<file path="src/rtl/eth_testgen_pkg.sv">
package eth_testgen_pkg;

    localparam int REG_W     = 32;
    localparam int LEN_W     = 11;
    localparam int MIN_FRAME = 64;
    localparam int MAX_FRAME = 1518;
    localparam int MAC_BYTES = 6;
    localparam int HDR_BYTES = 14;
    localparam int FCS_BYTES = 4;

    localparam logic [31:0] LFSR_SEED = 32'h1D87_2B41;
    localparam logic [31:0] LFSR_MASK = 32'hA300_0000;
    localparam logic [31:0] CRC_POLY  = 32'hEDB8_8320;
    localparam logic [31:0] CRC_INIT  = 32'hFFFF_FFFF;

    localparam logic [7:0] OFS_FRAMES  = 8'h00;
    localparam logic [7:0] OFS_RLEN    = 8'h04;
    localparam logic [7:0] OFS_RPAY    = 8'h08;
    localparam logic [7:0] OFS_GO      = 8'h0C;
    localparam logic [7:0] OFS_HALT    = 8'h10;
    localparam logic [7:0] OFS_SRC_LO  = 8'h14;
    localparam logic [7:0] OFS_SRC_HI  = 8'h18;
    localparam logic [7:0] OFS_DST_LO  = 8'h1C;
    localparam logic [7:0] OFS_DST_HI  = 8'h20;
    localparam logic [7:0] OFS_SENT    = 8'h24;
    localparam logic [7:0] OFS_LIMIT   = 8'h34;

    typedef enum logic {GEN_IDLE, GEN_SEND} gen_state_e;

    typedef struct packed {
        logic [31:0] frames;
        logic        rand_len;
        logic        rand_pay;
        logic [47:0] src_mac;
        logic [47:0] dst_mac;
        logic [15:0] len_limit;
    } gen_cfg_t;

    function automatic logic [31:0] lfsr_step(input logic [31:0] s);
        return (s >> 1) ^ (s[0] ? LFSR_MASK : 32'h0);
    endfunction

    function automatic logic [31:0] crc32_byte(input logic [31:0] c, input logic [7:0] d);
        logic [31:0] r;
        r = c ^ {24'h0, d};
        for (int b = 0; b < 8; b++) begin
            r = r[0] ? ((r >> 1) ^ CRC_POLY) : (r >> 1);
        end
        return r;
    endfunction

    function automatic logic [LEN_W-1:0] clamp_limit(input logic [15:0] v);
        if (v < 16'(MIN_FRAME)) return LEN_W'(MIN_FRAME);
        if (v > 16'(MAX_FRAME)) return LEN_W'(MAX_FRAME);
        return v[LEN_W-1:0];
    endfunction

    function automatic logic [LEN_W-1:0] pick_len(input logic rnd, input logic [31:0] s,
                                                  input logic [LEN_W-1:0] lim);
        logic [LEN_W-1:0] c;
        c = s[LEN_W-1:0];
        if (!rnd) return lim;
        if (c < LEN_W'(MIN_FRAME)) return LEN_W'(MIN_FRAME);
        if (c > lim) return lim;
        return c;
    endfunction

    function automatic logic [7:0] mac_byte(input logic [47:0] m, input logic [2:0] i);
        return m[8*(5-int'(i)) +: 8];
    endfunction

endpackage

</file>
<file path="src/rtl/eth_testgen_regs.sv">
module eth_testgen_regs
    import eth_testgen_pkg::*;
#(
    parameter int ADDR_W = 8
) (
    input  logic              clk,
    input  logic              rst,
    input  logic [ADDR_W-1:0] reg_addr,
    input  logic              reg_wr,
    input  logic [REG_W-1:0]  reg_wdata,
    input  logic              reg_rd,
    output logic [REG_W-1:0]  reg_rdata,
    input  logic [31:0]       sent_count,
    output gen_cfg_t          cfg,
    output logic              go,
    output logic              halt
);

    logic [31:0] frames_q, src_lo_q, dst_lo_q;
    logic [15:0] src_hi_q, dst_hi_q, limit_q;
    logic        rlen_q, rpay_q;
    logic [REG_W-1:0] rd_mux;

    assign go   = reg_wr && (reg_addr == ADDR_W'(OFS_GO))   && reg_wdata[0];
    assign halt = reg_wr && (reg_addr == ADDR_W'(OFS_HALT)) && reg_wdata[0];

    assign cfg.frames    = frames_q;
    assign cfg.rand_len  = rlen_q;
    assign cfg.rand_pay  = rpay_q;
    assign cfg.src_mac   = {src_hi_q, src_lo_q};
    assign cfg.dst_mac   = {dst_hi_q, dst_lo_q};
    assign cfg.len_limit = limit_q;

    always_ff @(posedge clk) begin
        if (rst) begin
            frames_q <= '0;
            src_lo_q <= '0;
            dst_lo_q <= '0;
            src_hi_q <= '0;
            dst_hi_q <= '0;
            limit_q  <= '0;
            rlen_q   <= 1'b0;
            rpay_q   <= 1'b0;
        end else if (reg_wr) begin
            case (reg_addr)
                ADDR_W'(OFS_FRAMES): frames_q <= reg_wdata;
                ADDR_W'(OFS_RLEN):   rlen_q   <= reg_wdata[0];
                ADDR_W'(OFS_RPAY):   rpay_q   <= reg_wdata[0];
                ADDR_W'(OFS_SRC_LO): src_lo_q <= reg_wdata;
                ADDR_W'(OFS_SRC_HI): src_hi_q <= reg_wdata[15:0];
                ADDR_W'(OFS_DST_LO): dst_lo_q <= reg_wdata;
                ADDR_W'(OFS_DST_HI): dst_hi_q <= reg_wdata[15:0];
                ADDR_W'(OFS_LIMIT):  limit_q  <= reg_wdata[15:0];
                default: ;
            endcase
        end
    end

    always_comb begin
        case (reg_addr)
            ADDR_W'(OFS_FRAMES): rd_mux = frames_q;
            ADDR_W'(OFS_RLEN):   rd_mux = {31'h0, rlen_q};
            ADDR_W'(OFS_RPAY):   rd_mux = {31'h0, rpay_q};
            ADDR_W'(OFS_SRC_LO): rd_mux = src_lo_q;
            ADDR_W'(OFS_SRC_HI): rd_mux = {16'h0, src_hi_q};
            ADDR_W'(OFS_DST_LO): rd_mux = dst_lo_q;
            ADDR_W'(OFS_DST_HI): rd_mux = {16'h0, dst_hi_q};
            ADDR_W'(OFS_SENT):   rd_mux = sent_count;
            ADDR_W'(OFS_LIMIT):  rd_mux = {16'h0, limit_q};
            default:             rd_mux = '0;
        endcase
    end

    always_ff @(posedge clk) begin
        if (rst) begin
            reg_rdata <= '0;
        end else if (reg_rd) begin
            reg_rdata <= rd_mux;
        end
    end

endmodule

</file>
<file path="src/rtl/eth_testgen_crc.sv">
module eth_testgen_crc
    import eth_testgen_pkg::*;
(
    input  logic        clk,
    input  logic        rst,
    input  logic        take,
    input  logic        first,
    input  logic [7:0]  data,
    output logic [31:0] fcs
);

    logic [31:0] crc_q;
    logic [31:0] crc_base;

    assign crc_base = first ? CRC_INIT : crc_q;
    assign fcs      = ~crc_q;

    always_ff @(posedge clk) begin
        if (rst) begin
            crc_q <= CRC_INIT;
        end else if (take) begin
            crc_q <= crc32_byte(crc_base, data);
        end
    end

endmodule

</file>
<file path="src/rtl/eth_testgen_seq.sv">
module eth_testgen_seq
    import eth_testgen_pkg::*;
(
    input  logic        clk,
    input  logic        rst,
    input  gen_cfg_t    cfg,
    input  logic        go,
    input  logic        halt,
    input  logic        tx_ready,
    input  logic [31:0] fcs,
    output logic        tx_valid,
    output logic [7:0]  tx_data,
    output logic        tx_sop,
    output logic        tx_eop,
    output logic        crc_take,
    output logic        crc_first,
    output logic [31:0] sent_count
);

    gen_state_e       state;
    logic [LEN_W-1:0] idx, flen, lim;
    logic [LEN_W-1:0] body_end, plen, pay_idx, start_lim;
    logic [31:0]      left, lfsr;
    logic             stop_pend, lat_rl, lat_rp;
    logic             hs, in_body, in_payload, last_byte, finish;
    logic [15:0]      plen16;
    logic [1:0]       fcs_sel;

    assign tx_valid   = (state == GEN_SEND);
    assign hs         = tx_valid && tx_ready;
    assign body_end   = flen - LEN_W'(FCS_BYTES);
    assign plen       = flen - LEN_W'(HDR_BYTES + FCS_BYTES);
    assign plen16     = 16'(plen);
    assign pay_idx    = idx - LEN_W'(HDR_BYTES);
    assign fcs_sel    = 2'(idx - body_end);
    assign in_body    = idx < body_end;
    assign in_payload = in_body && (idx >= LEN_W'(HDR_BYTES));
    assign last_byte  = idx == (flen - LEN_W'(1));
    assign tx_sop     = tx_valid && (idx == '0);
    assign tx_eop     = tx_valid && last_byte;
    assign crc_take   = hs && in_body;
    assign crc_first  = (idx == '0);
    assign finish     = (left == 32'd1) || stop_pend || halt;
    assign start_lim  = clamp_limit(cfg.len_limit);

    always_comb begin
        if (idx < LEN_W'(MAC_BYTES)) begin
            tx_data = mac_byte(cfg.dst_mac, 3'(idx));
        end else if (idx < LEN_W'(2*MAC_BYTES)) begin
            tx_data = mac_byte(cfg.src_mac, 3'(idx - LEN_W'(MAC_BYTES)));
        end else if (idx == LEN_W'(2*MAC_BYTES)) begin
            tx_data = plen16[15:8];
        end else if (idx == LEN_W'(2*MAC_BYTES + 1)) begin
            tx_data = plen16[7:0];
        end else if (in_body) begin
            tx_data = lat_rp ? lfsr[7:0] : pay_idx[7:0];
        end else begin
            tx_data = fcs[8*fcs_sel +: 8];
        end
    end

    always_ff @(posedge clk) begin
        if (rst) begin
            state      <= GEN_IDLE;
            idx        <= '0;
            flen       <= LEN_W'(MIN_FRAME);
            lim        <= LEN_W'(MIN_FRAME);
            left       <= '0;
            lfsr       <= LFSR_SEED;
            stop_pend  <= 1'b0;
            lat_rl     <= 1'b0;
            lat_rp     <= 1'b0;
            sent_count <= '0;
        end else begin
            case (state)
                GEN_IDLE: begin
                    if (go) begin
                        sent_count <= '0;
                        stop_pend  <= 1'b0;
                        lat_rl     <= cfg.rand_len;
                        lat_rp     <= cfg.rand_pay;
                        lim        <= start_lim;
                        lfsr       <= cfg.rand_len ? lfsr_step(LFSR_SEED) : LFSR_SEED;
                        flen       <= pick_len(cfg.rand_len, LFSR_SEED, start_lim);
                        left       <= cfg.frames;
                        idx        <= '0;
                        if (cfg.frames != 32'd0) state <= GEN_SEND;
                    end
                end
                GEN_SEND: begin
                    if (halt) stop_pend <= 1'b1;
                    if (hs) begin
                        if (last_byte) begin
                            sent_count <= sent_count + 32'd1;
                            idx        <= '0;
                            if (finish) begin
                                state     <= GEN_IDLE;
                                stop_pend <= 1'b0;
                            end else begin
                                left <= left - 32'd1;
                                flen <= pick_len(lat_rl, lfsr, lim);
                                if (lat_rl) lfsr <= lfsr_step(lfsr);
                            end
                        end else begin
                            idx <= idx + LEN_W'(1);
                            if (lat_rp && in_payload) lfsr <= lfsr_step(lfsr);
                        end
                    end
                end
                default: state <= GEN_IDLE;
            endcase
        end
    end

endmodule

</file>
<file path="src/rtl/eth_testgen.sv">
module eth_testgen
    import eth_testgen_pkg::*;
#(
    parameter int ADDR_W = 8
) (
    input  logic              clk,
    input  logic              rst,
    input  logic [ADDR_W-1:0] reg_addr,
    input  logic              reg_wr,
    input  logic [31:0]       reg_wdata,
    input  logic              reg_rd,
    output logic [31:0]       reg_rdata,
    output logic [7:0]        tx_data,
    output logic              tx_valid,
    input  logic              tx_ready,
    output logic              tx_sop,
    output logic              tx_eop
);

    gen_cfg_t    cfg;
    logic        go, halt, crc_take, crc_first;
    logic [31:0] fcs, sent_count;

    eth_testgen_regs #(.ADDR_W(ADDR_W)) u_regs (
        .clk        (clk),
        .rst        (rst),
        .reg_addr   (reg_addr),
        .reg_wr     (reg_wr),
        .reg_wdata  (reg_wdata),
        .reg_rd     (reg_rd),
        .reg_rdata  (reg_rdata),
        .sent_count (sent_count),
        .cfg        (cfg),
        .go         (go),
        .halt       (halt)
    );

    eth_testgen_seq u_seq (
        .clk        (clk),
        .rst        (rst),
        .cfg        (cfg),
        .go         (go),
        .halt       (halt),
        .tx_ready   (tx_ready),
        .fcs        (fcs),
        .tx_valid   (tx_valid),
        .tx_data    (tx_data),
        .tx_sop     (tx_sop),
        .tx_eop     (tx_eop),
        .crc_take   (crc_take),
        .crc_first  (crc_first),
        .sent_count (sent_count)
    );

    eth_testgen_crc u_crc (
        .clk   (clk),
        .rst   (rst),
        .take  (crc_take),
        .first (crc_first),
        .data  (tx_data),
        .fcs   (fcs)
    );

endmodule

</file>
<file path="config.mk">
export PLATFORM = sky130hd
export DESIGN_NAME = eth_testgen
export DESIGN_NICKNAME = d
export VERILOG_FILES = /design/src/rtl/eth_testgen_pkg.sv /design/src/rtl/eth_testgen_regs.sv /design/src/rtl/eth_testgen_crc.sv /design/src/rtl/eth_testgen_seq.sv /design/src/rtl/eth_testgen.sv
export SDC_FILE = /design/constraint.sdc
export NUM_CORES = 1
export LEC_CHECK = 0
export BUFFER_PORTS_ARGS = -buffer_cell sky130_fd_sc_hd__buf_2
export CORE_ASPECT_RATIO = 1.5
export CORE_UTILIZATION = 40
export CTS_CLUSTER_DIAMETER = 100
export DETAILED_ROUTE_END_ITERATION = 6
export GPL_TIMING_DRIVEN = 0
export MAX_ROUTING_LAYER = met4
export PLACE_DENSITY = 0.67
export SYNTH_ARGS = -nofsm -noshare
export SYNTH_HDL_FRONTEND = slang
export SYNTH_SLANG_ARGS = --single-unit
</file>
<file path="constraint.sdc">
create_clock -name clk -period 12.4 [get_ports clk]
set_input_delay 2.48 -clock clk [delete_from_list [all_inputs] [get_ports clk]]
set_output_delay 2.48 -clock clk [all_outputs]
set_load 0.1 [all_outputs]
</file>
==> results of run 1 <==
## Yosys cell counts, types with 8 or more instances
| cell | number | area share |
|---|---|---|
| sky130_fd_sc_hd__and3_1 | 16 | 0.0054 |
| sky130_fd_sc_hd__a22oi_1 | 27 | 0.011 |
| sky130_fd_sc_hd__nor2b_1 | 27 | 0.0091 |
| sky130_fd_sc_hd__a211oi_1 | 58 | 0.024 |
| sky130_fd_sc_hd__nor2_1 | 203 | 0.041 |
| sky130_fd_sc_hd__nand2_1 | 498 | 0.10 |
| sky130_fd_sc_hd__mux2i_1 | 28 | 0.015 |
| sky130_fd_sc_hd__xnor2_1 | 76 | 0.036 |
| sky130_fd_sc_hd__buf_2 | 9 | 0.0024 |
| sky130_fd_sc_hd__and2_1 | 8 | 0.0027 |
| sky130_fd_sc_hd__nand3_1 | 82 | 0.022 |
| sky130_fd_sc_hd__a31oi_1 | 10 | 0.0034 |
| sky130_fd_sc_hd__inv_1 | 31 | 0.0063 |
| sky130_fd_sc_hd__a21oi_1 | 266 | 0.072 |
| sky130_fd_sc_hd__o32ai_1 | 10 | 0.0047 |
| sky130_fd_sc_hd__mux4_2 | 19 | 0.023 |
| sky130_fd_sc_hd__xor2_1 | 56 | 0.027 |
| sky130_fd_sc_hd__ha_1 | 37 | 0.025 |
| sky130_fd_sc_hd__nand4_1 | 22 | 0.0075 |
| sky130_fd_sc_hd__nand2b_1 | 16 | 0.0054 |
| sky130_fd_sc_hd__buf_1 | 9 | 0.0018 |
| sky130_fd_sc_hd__o211ai_1 | 28 | 0.011 |
| sky130_fd_sc_hd__o21a_1 | 10 | 0.0041 |
| sky130_fd_sc_hd__dfxtp_1 | 343 | 0.37 |
| sky130_fd_sc_hd__or3_1 | 11 | 0.0037 |
| sky130_fd_sc_hd__o31ai_1 | 8 | 0.0033 |
| sky130_fd_sc_hd__a221oi_1 | 21 | 0.010 |
| sky130_fd_sc_hd__o21ai_0 | 51 | 0.014 |
| sky130_fd_sc_hd__nor3_1 | 52 | 0.014 |
| sky130_fd_sc_hd__or4_1 | 9 | 0.0037 |
| sky130_fd_sc_hd__nor4_1 | 21 | 0.0071 |
| sky130_fd_sc_hd__clkbuf_1 | 154 | 0.031 |
| sky130_fd_sc_hd__a222oi_1 | 32 | 0.017 |
| sky130_fd_sc_hd__o22ai_1 | 19 | 0.0064 |
## flip-flops by register name, summed over array words and instances (netlist names)
signal and count:
u_seq.lim 11, u_regs.frames_q 32, u_regs.rpay_q 1, u_seq.lat_rl 1
u_seq.sent_count 32, u_regs.src_hi_q 16, u_seq.stop_pend 1, u_regs.dst_lo_q 32
u_seq.tx_valid 1, u_seq.lat_rp 1, u_regs.dst_hi_q 16, u_seq.lfsr 32
u_crc.crc_q 32, u_seq.flen 11, u_seq.idx 11, u_regs.reg_rdata 32
u_regs.rlen_q 1, u_seq.left 32, u_regs.limit_q 16, u_regs.src_lo_q 32
## logic make-up after synthesis
group	count (synthesis)
XOR/XNOR	141
flip-flops	343
multiplexers	50
AND/OR/NAND/NOR	997
adder cells (fa/ha/maj)	37
AO/OA/AOI/OAI	597
buffers and inverters	205
## metal layers
metal / GRT usage / up-vias
met4: 0.2760 / 0
met3: 0.04760 / 342
met5: - / -
met1: 0.3802 / 9155
met2: 0.6058 / 968
li1: - / 8690
## metrics by stage
step / worst slack, ns / utilization / area [um^2]
2_1_floorplan: 5.780 / - / 18470
3_3_place_gp: 5.378 / 0.4299 / 19620
3_5_place_dp: 5.382 / 0.4305 / 19650
4_1_cts: 4.964 / 0.4631 / 21140
5_1_grt: 4.678 / 0.4631 / 21140
6_report: 4.933 / 0.4631 / 21140
## final cells by class
class	count	area, um^2
fillers	4638	24500
multi-input cells	1822	10820
flip-flops and latches	343	6867
clock buffers	51	1122
well taps	588	735.7
plain buffers	174	675.6
repair buffers	86	435.4
clock inverters	21	362.8
inverters	31	116.4
diodes	1	2.502
## power by group through the flow
stage                     combinational [mW]  sequential [mW]  clock (mW)
after floorplan                       0.0313             1.14           0
after global placement                0.0906             1.13           0
after detailed placement              0.0909             1.13           0
after CTS                             0.0911             1.11        1.36
after global routing                  0.0957             1.11        1.40
final                                 0.0935             1.11        1.35
## worst paths after layout
kind / startpoint / endpoint / slack (ns)
max: u_seq.flen[2]$_SDFFE_PP0P_ / tx_data[7] / 4.93
min: u_seq.lfsr[19]$_SDFFE_PP0P_ / u_seq.lfsr[19]$_SDFFE_PP0P_ / 0.45
max reg2reg: u_seq.idx[1]$_SDFFE_PP0P_ / u_crc.crc_q[5]$_SDFFE_PP1P_ / 6.67
min reg2reg: u_seq.lfsr[19]$_SDFFE_PP0P_ / u_seq.lfsr[19]$_SDFFE_PP0P_ / 0.45
## worst reg2reg max path, delay by kind of cell (launching register included)
kind,cells,cell delay [ns]
AOI/OAI and AO/OA,6,1.78
xor gates and xnor gates,3,1.02
adders and majority gates,1,0.51
buffers and inverters,5,1.66
DFF,1,0.42
and+or+nand+nor,1,0.22
==> summary.txt, run 1 <==
========================================================================================
Outcome                                                                     complete, but fails checks
Violations in the final reports                                                      DRC
Remaining max-slew budget at the tightest pin                                    0.05627
Setup TNS after final layout                                                        0 ns
Levels on crit path                                                                   15
Cts hold-fix bufs                                                                      0
Gate count after technology mapping                                                2,370
Leading cell types in the layout, fill and taps excluded                    sky130_fd_sc_hd__nand2_1 (498), sky130_fd_sc_hd__dfxtp_1 (343), sky130_fd_sc_hd__a21oi_1 (266)
Critical path's top delay family                                            compound AO/OA/AOI/OAI gates
Share of flip-flops with an asynchronous set or reset after synthesis                  0
Number of enable flip-flop cells after synthesis                                       0
RSZ-0062 raised after global routing                                               false
Proportion of total power due to net switching                                    0.2361
Post-synthesis compound-gate area fraction                                        0.2104
Cell area after synthesis                                                    18,470 um^2
Number of synthesized register bits                                                  343
PwrDens                                                                     120.9 nW/um^2
Routed vias                                                                       19,155
Final RePlAce weighted congestion                                                  1.045
Most used flip-flop cell after synthesis                                    sky130_fd_sc_hd__dfxtp_1
Maximum VDD drop                                                               0.1178 mV
Most common cell after layout, fill and taps aside                          sky130_fd_sc_hd__nand2_1
Final std cells w/o fill                                                           3,117
Chain of cells forming the critical path                                    inv_1 -> ha_1 -> nor3b_1 -> nand2_1 -> xor2_1 -> ha_1 -> nand2_1 -> o21ai_1 -> nor2_1 -> o21ai_0 -> a31o_2 -> o21ai_0 -> a21oi_1 -> o21bai_1 -> buf_2
Met2 wire length                                                                40.48 mm
Simple logic cell fraction of the synthesized area                                0.2378
Total nets after synthesis                                                         2,452
Overall overflow remaining after global route                                          0
Via count of the first global-routing pass                                        18,186
Required time of the worst setup path                                            9.92 ns
Power dissipated by switching net loads                                        0.6032 mW
Core area                                                                    45,640 um^2
Wire length of the first global-routing pass                                    120.4 mm
Post-route clock skew                                                         0.02325 ns
Worst-case hold slack                                                          0.4543 ns
Maximum clock rate                                                            0.1339 GHz
DR top layer                                                                        met4
HP Class                                                                    flop to flop
Portion of total power attributed to sequential cells                              0.433
Post-synthesis cell type count                                                        86
Hold violation total from the final report                                             0
Die width                                                                       177.4 um
Area growth syn-to-layout                                                         14.46%
Sequential cell area fraction in the yosys report                                 0.3718
DRC                                                                                    2
Number of gates resized after cts                                                      0
Total detailed-routing wirelength                                               82.86 mm
Number of search-and-repair iterations in the first detailed-routing pass              7
Yosys warning count                                                                    0
Number of buffers created by CTS                                                      39
Global routing usage summed across all routing layers                             0.3602
Clock sink count                                                                     343
# Post-CTS Setup Buffers                                                               0
CTS tree                                                                            done
Type of destination of the critical path                                      output pin
Overall power after layout                                                      2.555 mW
Multiplexer area fraction after synthesis                                        0.04018
Share of power burned in combinational logic                                       0.037
Met3 wire length                                                                5.454 mm
Clock root buffer                                                           sky130_fd_sc_hd__clkbuf_16
Initial Utilization                                                               0.4046
Final critical path time including I/O delays and setup                         7.467 ns
Leakage Power                                                                   7.379 nW
Depth of the worst register-to-register path                                          16
Part of the cycle the worst path needs                                            0.6022
Die area                                                                     47,050 um^2
Clock slew at reported path FFs                                                  0.06 ns
Detail-routed net length per standard cell                                      26.58 um
Area share of fa/ha/maj cells after synthesis                                    0.02507
Slowest CP cell                                                             sky130_fd_sc_hd__o21ai_1
Placed cell count                                                                  3,044
Number of max-cap violations                                                           0
Vertical extent of the die                                                      265.2 um
Number of H-tree branching levels                                                      2
Sum of routed wire segments on met1                                             29.22 mm
Total half-perimeter wirelength after legalization and detailed placement       64.65 mm
I/O pin cnt                                                                           88
Setup CP Type                                                               flop to output pin
Ratio of cells with drive above 1 in the final layout                            0.08782
Longest individual stage delay on the worst path                                 0.61 ns
Maximum clock insertion buffer count                                                   3
Iteration-0 DRC count of the detailed router                                       1,928
Maximum number of pins on one net before global-route repair                          15
Hold path depth                                                                        2
DR vias/cell                                                                       6.145
Int Pwr                                                                         1.952 mW
Xor and xnor area share after synthesis                                          0.07182
Power share of the clock group                                                     0.530
IO buf count                                                                          84
Total Nets Final                                                                   2,579
CP arrival                                                                       4.99 ns
Final Setup Violations                                                                 0
Worst slew pin tran                                                             1.405 ns
ANT nets after route                                                                   0
Clk Latency, worst-skew pair                                                     0.57 ns
Type of element launching the critical path                                         flop
Initial antenna violation count                                                        1
Maximum fanout along the worst path                                                    7
Avg Synthesized Cell Area                                                     7.792 um^2
Main combinational cell family by area after synthesis                      simple AND/OR/NAND/NOR gates
Row count                                                                             96
Max-slew violation total from the final report                                         0
Buffers and inverters on the worst path                                                2
========================================================================================
(Power assumes the default switching activity.)
==> run 2: changes to the inputs <==
--- a/config.mk
+++ b/config.mk
@@ -5,6 +5,7 @@
 export SDC_FILE = /design/constraint.sdc
 export NUM_CORES = 1
 export LEC_CHECK = 0
+export ABC_AREA = 1
 export BUFFER_PORTS_ARGS = -buffer_cell sky130_fd_sc_hd__buf_2
 export CORE_ASPECT_RATIO = 1.5
 export CORE_UTILIZATION = 40
==> constraint.sdc (replaced) <==
create_clock -name clk -period 7.8 [get_ports clk]
set_input_delay 1.56 -clock clk [delete_from_list [all_inputs] [get_ports clk]]
set_output_delay 1.56 -clock clk [all_outputs]
set_load 0.1 [all_outputs]
==> summary.txt, run 2 <==
========================================================================================
Outcome                                                                        completed
Most repeated library cell on the critical path                             sky130_fd_sc_hd__buf_2
DR vias/cell                                                                       5.740   -6.6%
Max-slew violation total from the final report                                         0   unchanged
Routed vias                                                                       21,668   +13%
Longest individual stage delay on the worst path                                 0.49 ns   -0.12 ns
Final RePlAce weighted congestion                                                  1.030   -1.4%
Buffers and inverters on the worst path                                                7   +5
Iteration-0 DRC count of the detailed router                                       1,974   +2.4%
Overall overflow remaining after global route                                          0   unchanged
Post-route clock skew                                                         0.04148 ns   +0.01822 ns
Type of destination of the critical path                                      output pin
Cell area after synthesis                                                    19,640 um^2   +6.3%
Total nets after synthesis                                                         3,047   +24%
Maximum clock rate                                                            0.1684 GHz
# Post-CTS Setup Buffers                                                               0   unchanged
Hold violation total from the final report                                             0   unchanged
Overall power after layout                                                      3.806 mW   +49%
Maximum VDD drop                                                               0.2415 mV   +100%
IO buf count                                                                          86   +2.4%
Share of flip-flops with an asynchronous set or reset after synthesis                  0   unchanged
Sequential cell area fraction in the yosys report                                 0.3497   -0.02213
Number of gates resized after cts                                                      0   unchanged
Type of element launching the critical path                                         flop
Ratio of cells with drive above 1 in the final layout                            0.07283   -0.01499
Maximum clock insertion buffer count                                                   3   unchanged
Simple logic cell fraction of the synthesized area                                0.2316   -0.006251
Leakage Power                                                                   8.606 nW   +17%
Worst-case hold slack                                                          0.4584 ns   +0.004104 ns
Setup CP Type                                                               flop to output pin
Via count of the first global-routing pass                                        20,278   +12%
Initial antenna violation count                                                        2   +1
Final critical path time including I/O delays and setup                         5.937 ns
Remaining max-slew budget at the tightest pin                                     0.2000   +0.1437
Xor and xnor area share after synthesis                                          0.03600   -0.03581
Number of H-tree branching levels                                                      2   unchanged
Most common cell after layout, fill and taps aside                          sky130_fd_sc_hd__nand2_1
Share of the synthesized area in the top cell type                                0.3497   -0.02213
Total Nets Final                                                                   3,172   +23%
ANT nets after route                                                                   0   unchanged
Maximum number of pins on one net before global-route repair                          15   unchanged
Number of buffers created by CTS                                                      37   -5.1%
DRC                                                                                    0   -2
Final Setup Violations                                                                 0   unchanged
Area growth syn-to-layout                                                         12.80%
Maximum fanout along the worst path                                                   12   +5
Area share of fa/ha/maj cells after synthesis                                    0.02358   -0.001492
Slowest CP cell                                                             sky130_fd_sc_hd__buf_2
Core area                                                                    48,560 um^2   +6.4%
Required time of the worst setup path                                            6.24 ns   -3.68 ns
Detail-routed net length per standard cell                                      22.94 um   -14%
PwrDens                                                                     171.8 nW/um^2   +42%
Main combinational cell family by area after synthesis                      compound AO/OA/AOI/OAI gates
Number of enable flip-flop cells after synthesis                                       0   unchanged
Gate count after technology mapping                                                2,965   +25%
Cts hold-fix bufs                                                                      0   unchanged
Most used flip-flop cell after synthesis                                    sky130_fd_sc_hd__dfxtp_1
Post-synthesis compound-gate area fraction                                        0.2571   +0.04667
Total half-perimeter wirelength after legalization and detailed placement       67.82 mm   +4.9%
Initial Utilization                                                               0.4044   about the same
Number of synthesized register bits                                                  343   unchanged
Number of search-and-repair iterations in the first detailed-routing pass              6   -1
CP arrival                                                                       4.38 ns   -0.61 ns
Avg Synthesized Cell Area                                                     6.623 um^2   -15%
Wire length of the first global-routing pass                                    126.4 mm   +5.0%
Leading cell types in the layout, fill and taps excluded                    sky130_fd_sc_hd__nand2_1 (572), sky130_fd_sc_hd__a21oi_1 (387), sky130_fd_sc_hd__o21ai_0 (375)
CTS tree                                                                            done
Setup TNS after final layout                                                        0 ns   unchanged
Clock slew at reported path FFs                                                  0.06 ns   about the same
Die area                                                                     50,000 um^2   +6.3%
Critical path's top delay family                                            buffers and inverters
Cell taking the most area after synthesis                                   sky130_fd_sc_hd__dfxtp_1
Share of the core filled with cells                                               0.4562   -0.006961
Clk Latency, worst-skew pair                                                     0.58 ns   about the same
Die width                                                                       182.9 um   +3.1%
Most frequent cell after synthesis                                          sky130_fd_sc_hd__nand2_1
RSZ-0062 raised after global routing                                               false
Part of the cycle the worst path needs                                            0.7612
Total detailed-routing wirelength                                               86.60 mm   +4.5%
Chain of cells forming the critical path                                    buf_2 -> inv_2 -> buf_4 -> buf_2 -> ha_1 -> clkbuf_1 -> buf_2 -> nor2_1 -> o211ai_1 -> nor3_1 -> nand3_1 -> nor2_2 -> nand2_1 -> nor2_2 -> buf_2
Row count                                                                             99   +3.1%
I/O pin cnt                                                                           88   unchanged
Clock sink count                                                                     343   unchanged
Vertical extent of the die                                                      273.4 um   +3.1%
Post-synthesis cell type count                                                        54   -37%
HP Class                                                                    flop to flop
Multiplexer area fraction after synthesis                                       0.001529   -0.03865
Worst slew pin tran                                                             1.191 ns   -0.2139 ns
Most frequent cells after synthesis                                         sky130_fd_sc_hd__nand2_1 (572), sky130_fd_sc_hd__a21oi_1 (387), sky130_fd_sc_hd__o21ai_0 (375)
Synth area leaders                                                          sky130_fd_sc_hd__dfxtp_1 (35%), sky130_fd_sc_hd__nand2_1 (11%), sky130_fd_sc_hd__a21oi_1 (9.9%), sky130_fd_sc_hd__o21ai_0 (9.6%), sky130_fd_sc_hd__inv_1 (6.3%)
Yosys warning count                                                                    0   unchanged
Number of max-cap violations                                                           0   unchanged
Clock root buffer                                                           sky130_fd_sc_hd__clkbuf_16
Global routing usage summed across all routing layers                             0.3520   -0.008153
========================================================================================
run 2: worst register-to-register path, delay by kind of cell, from the launching register on:
family	cells	cell delay, ns
buffers and inverters	6	1.45
and+or+nand+nor	13	1.60
adders and majority gates	1	0.32
AOI/OAI and AO/OA	3	0.71
DFF	1	0.33
run 2: stage by stage:
step	cell area (um^2)	std cells	worst slack [ns]
global route	22150	3775	1.629
detailed placement	20890	3707	2.535
CTS	22150	3773	1.919
floorplan	19640	2965	2.949
finish	22150	3775	1.863
global placement	20890	3707	2.525
run 2: path summary, 6_finish.rpt:
kind	start	end	slack (ns)	cells after the start
hold / removal	u_seq.lfsr[13]$_SDFFE_PP1P_	u_seq.lfsr[12]$_SDFFE_PP0P_	0.46	2
setup / recovery	u_seq.idx[0]$_SDFFE_PP0P_	tx_eop	1.86	15
setup reg to reg	u_seq.idx[0]$_SDFFE_PP0P_	u_crc.crc_q[29]$_SDFFE_PP1P_	3.25	23
hold reg to reg	u_seq.lfsr[13]$_SDFFE_PP1P_	u_seq.lfsr[12]$_SDFFE_PP0P_	0.46	2
run 2: layer usage:
metal | up-vias | routed length [um] | track usage
met2 | 1008 | 40900 | 0.5837
met5 | - | 0 | -
met1 | 10050 | 31940 | 0.3763
met3 | 355 | 5498 | 0.04510
li1 | 10255 | - | -
met4 | 0 | 8255 | 0.2875
run 2: layout make-up:
type	count	area [um^2]
Fill cell	5274	26410
Tap cell	656	820.8
Inverter	345	1297
Buffer	161	676.9
Timing Repair Buffer	86	430.4
Clock inverter	16	222.7
Sequential cell	343	6867
Multi-Input combinational cell	2116	10800
Clock buffer	50	1035
Antenna cell	2	5.005
run 2: where the power goes:
part,leakage (nW),internal (mW),switching [mW]
Clock,0.599,1.05,0.822
Combinational,5.24,0.0376,0.136
Sequential,2.76,1.76,0.00560
Total,8.61,2.84,0.964
run 2: logic make-up after synthesis:
family	Yosys count
AO/OA/AOI/OAI	939
XOR/XNOR	79
adder cells (fa/ha/maj)	37
buffers and inverters	506
flip-flops	343
multiplexers	3
AND/OR/NAND/NOR	1058
